<file path="config.mk">
export PLATFORM = sky130hd
export DESIGN_NAME = tmr_chan
export DESIGN_NICKNAME = d
export VERILOG_FILES = /design/src/rtl/tmr_pkg.sv /design/src/rtl/tmr_prescale.sv /design/src/rtl/tmr_edge.sv /design/src/rtl/tmr_clear.sv /design/src/rtl/tmr_counter.sv /design/src/rtl/tmr_chan.sv
export SDC_FILE = /design/constraint.sdc
export NUM_CORES = 1
export LEC_CHECK = 0
export ABC_CLOCK_PERIOD_IN_PS = 3090
export BUFFER_PORTS_ARGS = -buffer_cell sky130_fd_sc_hd__buf_2
export CORE_MARGIN = 5
export CORE_UTILIZATION = 50
export DETAILED_ROUTE_END_ITERATION = 10
export GPL_TIMING_DRIVEN = 0
export PLACE_DENSITY_LB_ADDON = 0.2
export SYNTH_ARGS = -nofsm -noshare
export SYNTH_HDL_FRONTEND = slang
export SYNTH_SLANG_ARGS = --single-unit
</file>
<file path="constraint.sdc">
create_clock -name clk -period 3.09 [get_ports clk]
set_clock_uncertainty 0.15 [all_clocks]
set_input_delay 0.309 -clock clk [delete_from_list [all_inputs] [get_ports clk]]
set_output_delay 0.309 -clock clk [all_outputs]
set_load 0.01 [all_outputs]
</file>
<file path="src/rtl/tmr_pkg.sv">
// Package: shared control-register layout and code values for the timer channel.
package tmr_pkg;

    // Control register fields, most significant first.
    typedef struct packed {
        logic [2:0] clr_sel;
        logic [1:0] edge_sel;
        logic [2:0] psc_sel;
    } tmr_ctl_t;

    localparam logic [2:0] PSC_EXT = 3'b100;

    // Returns log2 of the division ratio for an internal source code.
    function automatic int unsigned psc_shift(input int unsigned code);
        case (code)
            0:       return 0;
            1:       return 2;
            2:       return 4;
            3:       return 6;
            5:       return 10;
            6:       return 8;
            7:       return 12;
            default: return 0;
        endcase
    endfunction

endpackage

</file>
<file path="src/rtl/tmr_prescale.sv">
// Module: free-running divider giving one count-enable pulse per division period.
// Assumes DIV_W is at least the largest shift (12). The external code yields no pulse.
module tmr_prescale #(
    parameter int DIV_W = 12
) (
    input  logic       clk,
    input  logic       rst_n,
    input  logic [2:0] psc_sel,
    output logic       tick_o
);
    import tmr_pkg::*;

    localparam int NUM_CODES = 8;

    logic [DIV_W-1:0]     div_q;
    logic [NUM_CODES-1:0] tap;

    // Advance the shared divider every cycle.
    always_ff @(posedge clk) begin
        if (!rst_n) div_q <= '0;
        else        div_q <= div_q + 1'b1;
    end

    // One tap per source code: high when the low bits of the divider are all ones.
    for (genvar c = 0; c < NUM_CODES; c++) begin : g_tap
        localparam int unsigned SH = psc_shift(c);
        if (c == int'(PSC_EXT)) begin : g_ext
            assign tap[c] = 1'b0;
        end else if (SH == 0) begin : g_div1
            assign tap[c] = 1'b1;
        end else begin : g_divn
            assign tap[c] = &div_q[SH-1:0];
        end
    end

    // Pick the tap for the selected code.
    assign tick_o = tap[psc_sel];

    // The divide-by-4 tap never fires in two adjacent cycles.
    p_tick_gap_r2: assert property (@(posedge clk) disable iff (!rst_n)
        tap[1] |=> !tap[1]);

endmodule

</file>
<file path="src/rtl/tmr_edge.sv">
// Module: synchronises the external pin and turns the selected transitions into pulses.
// Assumes the pin is asynchronous. Each output pulse lasts exactly one cycle.
module tmr_edge #(
    parameter int SYNC_STAGES = 2
) (
    input  logic       clk,
    input  logic       rst_n,
    input  logic       pin_i,
    input  logic [1:0] edge_sel,
    output logic       pulse_o
);
    logic [SYNC_STAGES-1:0] sync_q;
    logic                   prev_q;
    logic                   pin_s;
    logic                   rise;
    logic                   fall;

    // Shift the pin through the synchroniser and keep the last synchronised level.
    always_ff @(posedge clk) begin
        if (!rst_n) begin
            sync_q <= '0;
            prev_q <= 1'b0;
        end else begin
            sync_q <= {sync_q[SYNC_STAGES-2:0], pin_i};
            prev_q <= sync_q[SYNC_STAGES-1];
        end
    end

    assign pin_s = sync_q[SYNC_STAGES-1];
    assign rise  = pin_s & ~prev_q;
    assign fall  = ~pin_s & prev_q;

    // Choose which transitions count.
    always_comb begin
        case (edge_sel)
            2'b00:   pulse_o = rise;
            2'b01:   pulse_o = fall;
            default: pulse_o = rise | fall;
        endcase
    end

    p_rise_gap_r4: assert property (@(posedge clk) disable iff (!rst_n)
        rise |=> !rise);
    p_fall_gap_r4: assert property (@(posedge clk) disable iff (!rst_n)
        fall |=> !fall);

endmodule

</file>
<file path="src/rtl/tmr_clear.sv">
// Module: compare-match and clear-source selection.
// A buffered C or D register produces no match. Synchronous clear needs sync_en.
module tmr_clear #(
    parameter int CNT_W = 16,
    parameter int NUM_GR = 4
) (
    input  logic                         clk,
    input  logic                         rst_n,
    input  logic [CNT_W-1:0]             count_i,
    input  logic [NUM_GR-1:0][CNT_W-1:0] gr_i,
    input  logic [NUM_GR-1:0]            buf_i,
    input  logic [2:0]                   clr_sel,
    input  logic                         sync_en,
    input  logic                         sync_in,
    output logic                         clr_o,
    output logic                         sync_out_o
);
    logic [NUM_GR-1:0] hit;
    logic              own_clr;
    logic              sync_hit;

    // Raw match per register, masked while the register is a buffer.
    for (genvar g = 0; g < NUM_GR; g++) begin : g_hit
        assign hit[g] = (count_i == gr_i[g]) & ~buf_i[g];
    end

    // Map the clear code onto a register match.
    always_comb begin
        case (clr_sel)
            3'b001:  own_clr = hit[0];
            3'b010:  own_clr = hit[1];
            3'b101:  own_clr = hit[2];
            3'b110:  own_clr = hit[3];
            default: own_clr = 1'b0;
        endcase
    end

    assign sync_hit   = (clr_sel[1:0] == 2'b11) & sync_en & sync_in;
    assign clr_o      = own_clr | sync_hit;
    assign sync_out_o = own_clr;

    p_buf_c_quiet_r8: assert property (@(posedge clk) disable iff (!rst_n)
        (buf_i[2] && clr_sel == 3'b101) |-> !clr_o && !sync_out_o);
    p_buf_d_quiet_r8: assert property (@(posedge clk) disable iff (!rst_n)
        (buf_i[3] && clr_sel == 3'b110) |-> !clr_o && !sync_out_o);
    p_sync_gate_r7: assert property (@(posedge clk) disable iff (!rst_n)
        (clr_sel[1:0] == 2'b11 && !sync_en) |-> !clr_o);

endmodule

</file>
<file path="src/rtl/tmr_counter.sv">
// Module: the up-counter itself. Clear beats increment and the counter wraps at the top.
module tmr_counter #(
    parameter int CNT_W = 16
) (
    input  logic             clk,
    input  logic             rst_n,
    input  logic             en_i,
    input  logic             clr_i,
    output logic [CNT_W-1:0] count_o
);
    // Clear has priority, then count.
    always_ff @(posedge clk) begin
        if (!rst_n)     count_o <= '0;
        else if (clr_i) count_o <= '0;
        else if (en_i)  count_o <= count_o + 1'b1;
    end

    p_clear_zero_r9: assert property (@(posedge clk) disable iff (!rst_n)
        clr_i |=> count_o == '0);
    p_step_r6: assert property (@(posedge clk) disable iff (!rst_n)
        (en_i && !clr_i) |=> count_o == $past(count_o) + 1'b1);
    p_hold_r2: assert property (@(posedge clk) disable iff (!rst_n)
        (!en_i && !clr_i) |=> $stable(count_o));

endmodule

</file>
<file path="src/rtl/tmr_chan.sv">
// Module: top of one timer channel. Holds the control register and wires the
// prescaler, pin edge detector, clear selection and counter together.
module tmr_chan #(
    parameter int CNT_W = 16,
    parameter int DIV_W = 12,
    parameter int SYNC_STAGES = 2
) (
    input  logic             clk,
    input  logic             rst_n,
    input  logic             ctl_wr,
    input  logic [7:0]       ctl_wdata,
    output logic [7:0]       ctl_q,
    input  logic             ext_clk_pin,
    input  logic             sync_en,
    input  logic             sync_clr_in,
    input  logic             buf_c_en,
    input  logic             buf_d_en,
    input  logic [CNT_W-1:0] gr_a,
    input  logic [CNT_W-1:0] gr_b,
    input  logic [CNT_W-1:0] gr_c,
    input  logic [CNT_W-1:0] gr_d,
    output logic [CNT_W-1:0] count_q,
    output logic             sync_clr_out
);
    import tmr_pkg::*;

    localparam int NUM_GR = 4;

    tmr_ctl_t                    ctl;
    logic                        int_tick;
    logic                        ext_pulse;
    logic                        cnt_en;
    logic                        clr;
    logic [NUM_GR-1:0][CNT_W-1:0] gr_bus;
    logic [NUM_GR-1:0]           buf_bus;

    // Control register: load on a write strobe.
    always_ff @(posedge clk) begin
        if (!rst_n)      ctl <= '0;
        else if (ctl_wr) ctl <= tmr_ctl_t'(ctl_wdata);
    end

    assign ctl_q   = ctl;
    assign gr_bus  = {gr_d, gr_c, gr_b, gr_a};
    assign buf_bus = {buf_d_en, buf_c_en, 2'b00};
    assign cnt_en  = (ctl.psc_sel == PSC_EXT) ? ext_pulse : int_tick;

    tmr_prescale #(.DIV_W(DIV_W)) u_psc (
        .clk     (clk),
        .rst_n   (rst_n),
        .psc_sel (ctl.psc_sel),
        .tick_o  (int_tick)
    );

    tmr_edge #(.SYNC_STAGES(SYNC_STAGES)) u_edge (
        .clk      (clk),
        .rst_n    (rst_n),
        .pin_i    (ext_clk_pin),
        .edge_sel (ctl.edge_sel),
        .pulse_o  (ext_pulse)
    );

    tmr_clear #(.CNT_W(CNT_W), .NUM_GR(NUM_GR)) u_clr (
        .clk        (clk),
        .rst_n      (rst_n),
        .count_i    (count_q),
        .gr_i       (gr_bus),
        .buf_i      (buf_bus),
        .clr_sel    (ctl.clr_sel),
        .sync_en    (sync_en),
        .sync_in    (sync_clr_in),
        .clr_o      (clr),
        .sync_out_o (sync_clr_out)
    );

    tmr_counter #(.CNT_W(CNT_W)) u_cnt (
        .clk     (clk),
        .rst_n   (rst_n),
        .en_i    (cnt_en),
        .clr_i   (clr),
        .count_o (count_q)
    );

    p_ext_only_r3: assert property (@(posedge clk) disable iff (!rst_n)
        (ctl.psc_sel == PSC_EXT && !ext_pulse && !clr) |=> $stable(count_q));
    p_sync_out_r10: assert property (@(posedge clk) disable iff (!rst_n)
        sync_clr_out |=> count_q == '0);

endmodule

</file>
==> results of run 1 <==
[worst max-delay path, cell delays in order (launching register included)]
cell and delay (ns):
dfxtp_2 0.35, inv_1 0.10, ha_4 0.18, nor2b_2 0.15, buf_6 0.14, buf_12 0.15
mux2i_4 0.24, xor2_1 0.16, nand4_1 0.17, nor4_4 0.26, nand2b_1 0.14, buf_2 0.14
[final timing paths]
kind | start | to
max | ctl_q[5]$_SDFFE_PN0P_ | sync_clr_out
min | ext_clk_pin | u_edge.sync_q[0]$_SDFF_PN0_
max reg2reg | ctl_q[5]$_SDFFE_PN0P_ | u_cnt.count_o[11]$_SDFFE_PP0P_
min reg2reg | u_edge.sync_q[0]$_SDFF_PN0_ | u_edge.sync_q[1]$_SDFF_PN0_
[cell families after synthesis]
kind of cell,after synthesis,share of synthesized area [%]
simple gates,137,29.0
xor+xnor,69,21.5
flops,39,27.7
buf+inv,36,6.22
compound gates,22,6.44
mux,17,6.04
fa+ha+maj,7,3.11
[state kept, by name (all words and copies together), names as in the netlist]
name and flops:
u_edge.sync_q 2, u_psc.div_q 12, ctl_q 8, u_edge.prev_q 1
u_cnt.count_o 16
[final cells by class]
| class | count | area share, % |
|---|---|---|
| Timing Repair Buffer | 105 | 14.7 |
| Multi-Input combinational cell | 252 | 53.3 |
| Clock buffer | 5 | 1.91 |
| Buffer | 25 | 3.96 |
| Inverter | 11 | 1.15 |
| Clock inverter | 3 | 0.694 |
| Sequential cell | 39 | 21.7 |
| Tap cell | 72 | 2.50 |
[where the power goes]
| part | switching [µW] | internal, µW |
|---|---|---|
| Combinational | 131 | 130 |
| Clock | 204 | 161 |
| Sequential | 17.2 | 520 |
[cells in the mapped netlist (10+ instances only)]
library cell	count	area [µm²]
clkbuf_1	13	48.8
xnor2_1	52	455
dfxtp_1	39	781
nand4_1	16	100
nor2b_1	15	93.8
and2_1	14	87.6
nor3_1	24	120
nand2_1	17	63.8
inv_1	11	41.3
nand2b_1	10	62.6
nand3_1	12	60.1
mux2i_1	17	170
xor2_1	17	149
[metrics by stage]
step            TNS, ns  hold slack (ns)  cells  area [µm²]  power (µW)
6_report              0           0.0612    512        3600        1160
5_1_grt               0           0.0574    512        3600        1220
4_1_cts               0           0.0528    511        3520        1150
3_5_place_dp   -0.00888            0.298    502        3420         794
3_3_place_gp          0            0.274    502        3420         790
2_1_floorplan         0            0.262    327        2820         693
[what timing repair did]
item | 4_1_cts | 5_1_grt
pin swaps | 1 | 2
endpoints found under the setup margin | 1 | 10
resized for setup | 1 | 14
setup buffers | 1 | 1
[layer usage]
layer  GRT usage [%]  wire (µm)
met2            36.5       3860
met3            5.05        750
met1            27.2       3310
met5               0          0
met4            8.63        189
==> flow_summary.toml, run 1 <==
[global_routing]
antenna_found_initial = 0
grt_pass1_wl_um = 12800
grt_max_degree = 15
grt_overflow = 0
grt_pass1_vias = 2738
globalRouteTotalUtil_pct = 21.9

[route]
wl_um = 8110
vias = 2764
via_per_inst = 5.40
avgRoutedWirePerCell_um = 15.8
firstDrtPassIters = 4
drtIter0Drc = 193
drtAntennaViolNets = 0
drcViolationCount = 0

[timing]
timing.final.crit_share_pct = 95.1
setup_viol = 0
rsz0062_at_grt = "no"
maxSlewViolCount = 0
max_freq_ghz = 0.340
timing.max_slew.rel_slack_pct = 62.6
worstMarginPinSlew_ns = 0.561
period_minus_slack_ns = 2.94
fin_ws_ns = 0.151
hold_viol_final = 0

[die]
io-pin-count = 105
start_util_pct = 51.1
die_h_um = 85.1
core_um2 = 5510
dieArea_um2 = 7230
die_w_um = 85.1
num_rows = 27

[clock_network]
clk_pin_slew_worst_paths_ns = 0.09
cts.path.max_buffers = 2
cts.sinks = 39
clockRootBuffer = "clkbuf_8"
hold_buffers = 0
h-tree-depth = 2
clk_latency_ns = 0.30
cts_buffers = 5
cts_tree = "built"

[yosys]
synth-seq-area-share_pct = 27.7
synth-edff-count = 0
synth_cells = 327
syn-mean-instance-area_um2 = 8.61
synthArstFlopShare_pct = 0
synth.net_count = 414
yosys_warnings = 0
synth-seq-cells = 39
ys.flop_type = "dfxtp_1"
syn_area_um2 = 2820
yosysUniqueCellTypes = 43

[outcome]
status = "finished clean"

[run]
maxCapViolations = 0

[layout]
final_common_cell = "buf_2"
utilization_pct = 65.4
antennaDiodeCount = 0
final_cell_mix = "111 x buf_2, 52 x xnor2_1, 37 x dfxtp_1, 24 x nor3_1"
drive_above_1_share_pct = 32.3
ff_latch_area_um2 = 783
nNetsFinal = 526
multi_input_area_um2 = 1920
fill_cells = 465
synthToLayoutAreaGrowth_pct = 27.9

[worst_setup_path]
rrSetupSlack_ns = 0.28
cp-start-kind = "flop"
required_ns = 2.63
crit_type = "reg2out"
critPathArrivalTime_ns = 2.48
end_kind = "primary output"
reg2reg_depth = 9
path_max_fanout = 10

[placement]
io_buffers = 103
gp_congestion = 0.841
dp_slack_ns = -0.00888
place_hpwl_um = 6300

[worst_hold_path]
hold_path_depth = 2
hp-class = "in2reg"

[power_and_ir_drop]
p_leak_uw = 0.00148
power_density_nw_per_um2 = 323
vdd_drop_max_uv = 221
Note: power is estimated with default switching activity, not from simulation.
==> inputs of run 2 (changes only) <==
--- a/config.mk
+++ b/config.mk
@@ -5,10 +5,10 @@
 export SDC_FILE = /design/constraint.sdc
 export NUM_CORES = 1
 export LEC_CHECK = 0
-export ABC_CLOCK_PERIOD_IN_PS = 3090
+export ABC_CLOCK_PERIOD_IN_PS = 3750
 export BUFFER_PORTS_ARGS = -buffer_cell sky130_fd_sc_hd__buf_2
 export CORE_MARGIN = 5
-export CORE_UTILIZATION = 50
+export CORE_UTILIZATION = 54
 export DETAILED_ROUTE_END_ITERATION = 10
 export GPL_TIMING_DRIVEN = 0
 export PLACE_DENSITY_LB_ADDON = 0.2
==> constraint.sdc (replaced) <==
create_clock -name clk -period 3.75 [get_ports clk]
set_clock_uncertainty 0.15 [all_clocks]
set_input_delay 0.375 -clock clk [delete_from_list [all_inputs] [get_ports clk]]
set_output_delay 0.375 -clock clk [all_outputs]
set_load 0.01 [all_outputs]
==> run 2 against run 1 <==
- combinational power fell by 23%
- hold slack improved by 0.075 ns
- total power decreased by 21%
- count of clock-buffer cells in the layout grew 1
- clock power decreased by 25%
- worst setup slack improved by 0.25 ns
- flip-flop and latch count stayed put
- die area shrank 6.5%
- design area fell by 2.3%
==> flow_summary.toml, run 2 (same netlist as run 1, synthesis figures left out) <==
[die]
die_w_um = 82.2
num_rows = 26
io-pin-count = 105
start_util_pct = 55.5
dieArea_um2 = 6760
core_um2 = 5070
die_h_um = 82.2

[worst_setup_path]
required_ns = 3.22
critical-path-top-delay-family = "simple AND/OR/NAND/NOR gates"
crit_type = "reg2out"
end_kind = "primary output"
path_max_fanout = 10
path_buf_inv = 3
path_cells = "ha_1 > nor2b_1 > buf_6 > buf_6 > mux2i_1 > xor2_1 > nand4_1 > nor4_4 > nand2b_1 > buf_2"
rrSetupSlack_ns = 0.82
slowest_stage = "nor4_4"
critPathArrivalTime_ns = 2.82
slowest_delay_ns = 0.43
cpMostUsedCell = "buf_6"
cp-start-kind = "flop"

[layout]
synthToLayoutAreaGrowth_pct = 25.1
ff_latch_area_um2 = 781
utilization_pct = 69.4
multi_input_area_um2 = 1860
nNetsFinal = 526
final_common_cell = "buf_2"
top_register = "u_cnt.count_o"
drive_above_1_share_pct = 30.2
final_cell_mix = "111 x buf_2, 52 x xnor2_1, 39 x dfxtp_1, 24 x nor3_1"
fill_cells = 450
largest_reg_flops = 16

[timing]
timing.max_slew.rel_slack_pct = 63.1
fin_tns_setup_ns = 0
max_freq_ghz = 0.299
period_minus_slack_ns = 3.35
timing.final.crit_share_pct = 89.2
setup_viol = 0
maxSlewViolCount = 0
hold_viol_final = 0
worstMarginPinSlew_ns = 0.553
rsz0062_at_grt = "no"

[route]
wl_um = 7490
firstDrtPassIters = 4
vias = 2675
via_per_inst = 5.23
drtIter0Drc = 185
avgRoutedWirePerCell_um = 14.7
drtAntennaViolNets = 0
drcViolationCount = 0

[power_and_ir_drop]
p_leak_uw = 0.00147
finalPower_uw = 919
power_density_nw_per_um2 = 261
vdd_drop_max_uv = 233

[global_routing]
grt_pass1_wl_um = 11600
grt_max_degree = 13
antenna_found_initial = 2
grt_pass1_vias = 2532
grt_overflow = 0
globalRouteTotalUtil_pct = 22.2

[clock_network]
cts.path.max_buffers = 2
hold_buffers = 0
h-tree-depth = 2
cts_tree = "built"
clk_pin_slew_worst_paths_ns = 0.07
cts_buffers = 5
clockRootBuffer = "clkbuf_8"
clk_latency_ns = 0.30
post-cts-setup-buffer-count = 0
cts.sinks = 39
cts_resized = 0

[placement]
place_hpwl_um = 6120
gp_congestion = 0.892
io_buffers = 103

[worst_hold_path]
hp-class = "in2reg"

[run]
maxCapViolations = 0

[outcome]
status = "finished clean"
[run 2: changes by cell type in the layout (fill, tap and decap cells not counted), sizes merged]
cell    change
clkinv      -1
diode       +1
clkbuf      +1
[run 2: per-layer routing]
metal | track usage (%) | vias up | wire length (µm)
li1 | - | 1347 | -
met1 | 25.8 | 1209 | 3000
met2 | 39.3 | 108 | 3730
met3 | 6.62 | 9 | 710
met4 | 5.98 | 2 | 39
met5 | 0 | - | 12
[run 2: final cells by class]
type / instances / share of cell area (%)
inverter: 11 / 1.17
buffer: 25 / 3.80
timing repair buffer: 105 / 15.1
multi-input combinational: 252 / 52.8
sequential: 39 / 22.2
tap: 70 / 2.49
clock inverter: 2 / 0.355
antenna: 1 / 0.0710
clock buffer: 6 / 2.06
[run 2: worst paths after layout]
check,start,cells after the start,end
worst max-delay path,ctl_q[6]$_SDFFE_PN0P_,10,sync_clr_out
worst min-delay path,ext_clk_pin,2,u_edge.sync_q[0]$_SDFF_PN0_
worst max register to register,ctl_q[5]$_SDFFE_PN0P_,9,u_cnt.count_o[13]$_SDFFE_PP0P_
worst min register to register,u_edge.sync_q[0]$_SDFF_PN0_,1,u_edge.sync_q[1]$_SDFF_PN0_
[run 2: power by group]
group	internal, µW	leakage (µW)	total, µW	switching, µW
Sequential	428	0.000317	441	13.3
Clock	130	0.0000412	276	146
Combinational	101	0.00111	202	101
Total	658	0.00147	919	261
[run 2: through the flow]
stage	cell area, µm²	std cells	setup WS, ns	hold slack (ns)
3_5_place_dp	3420	500	0.643	0.279
4_1_cts	3500	508	0.304	0.132
5_1_grt	3520	511	0.173	0.162
2_1_floorplan	2820	327	1.00	0.262
6_report	3520	511	0.404	0.136
3_3_place_gp	3420	500	0.638	0.268
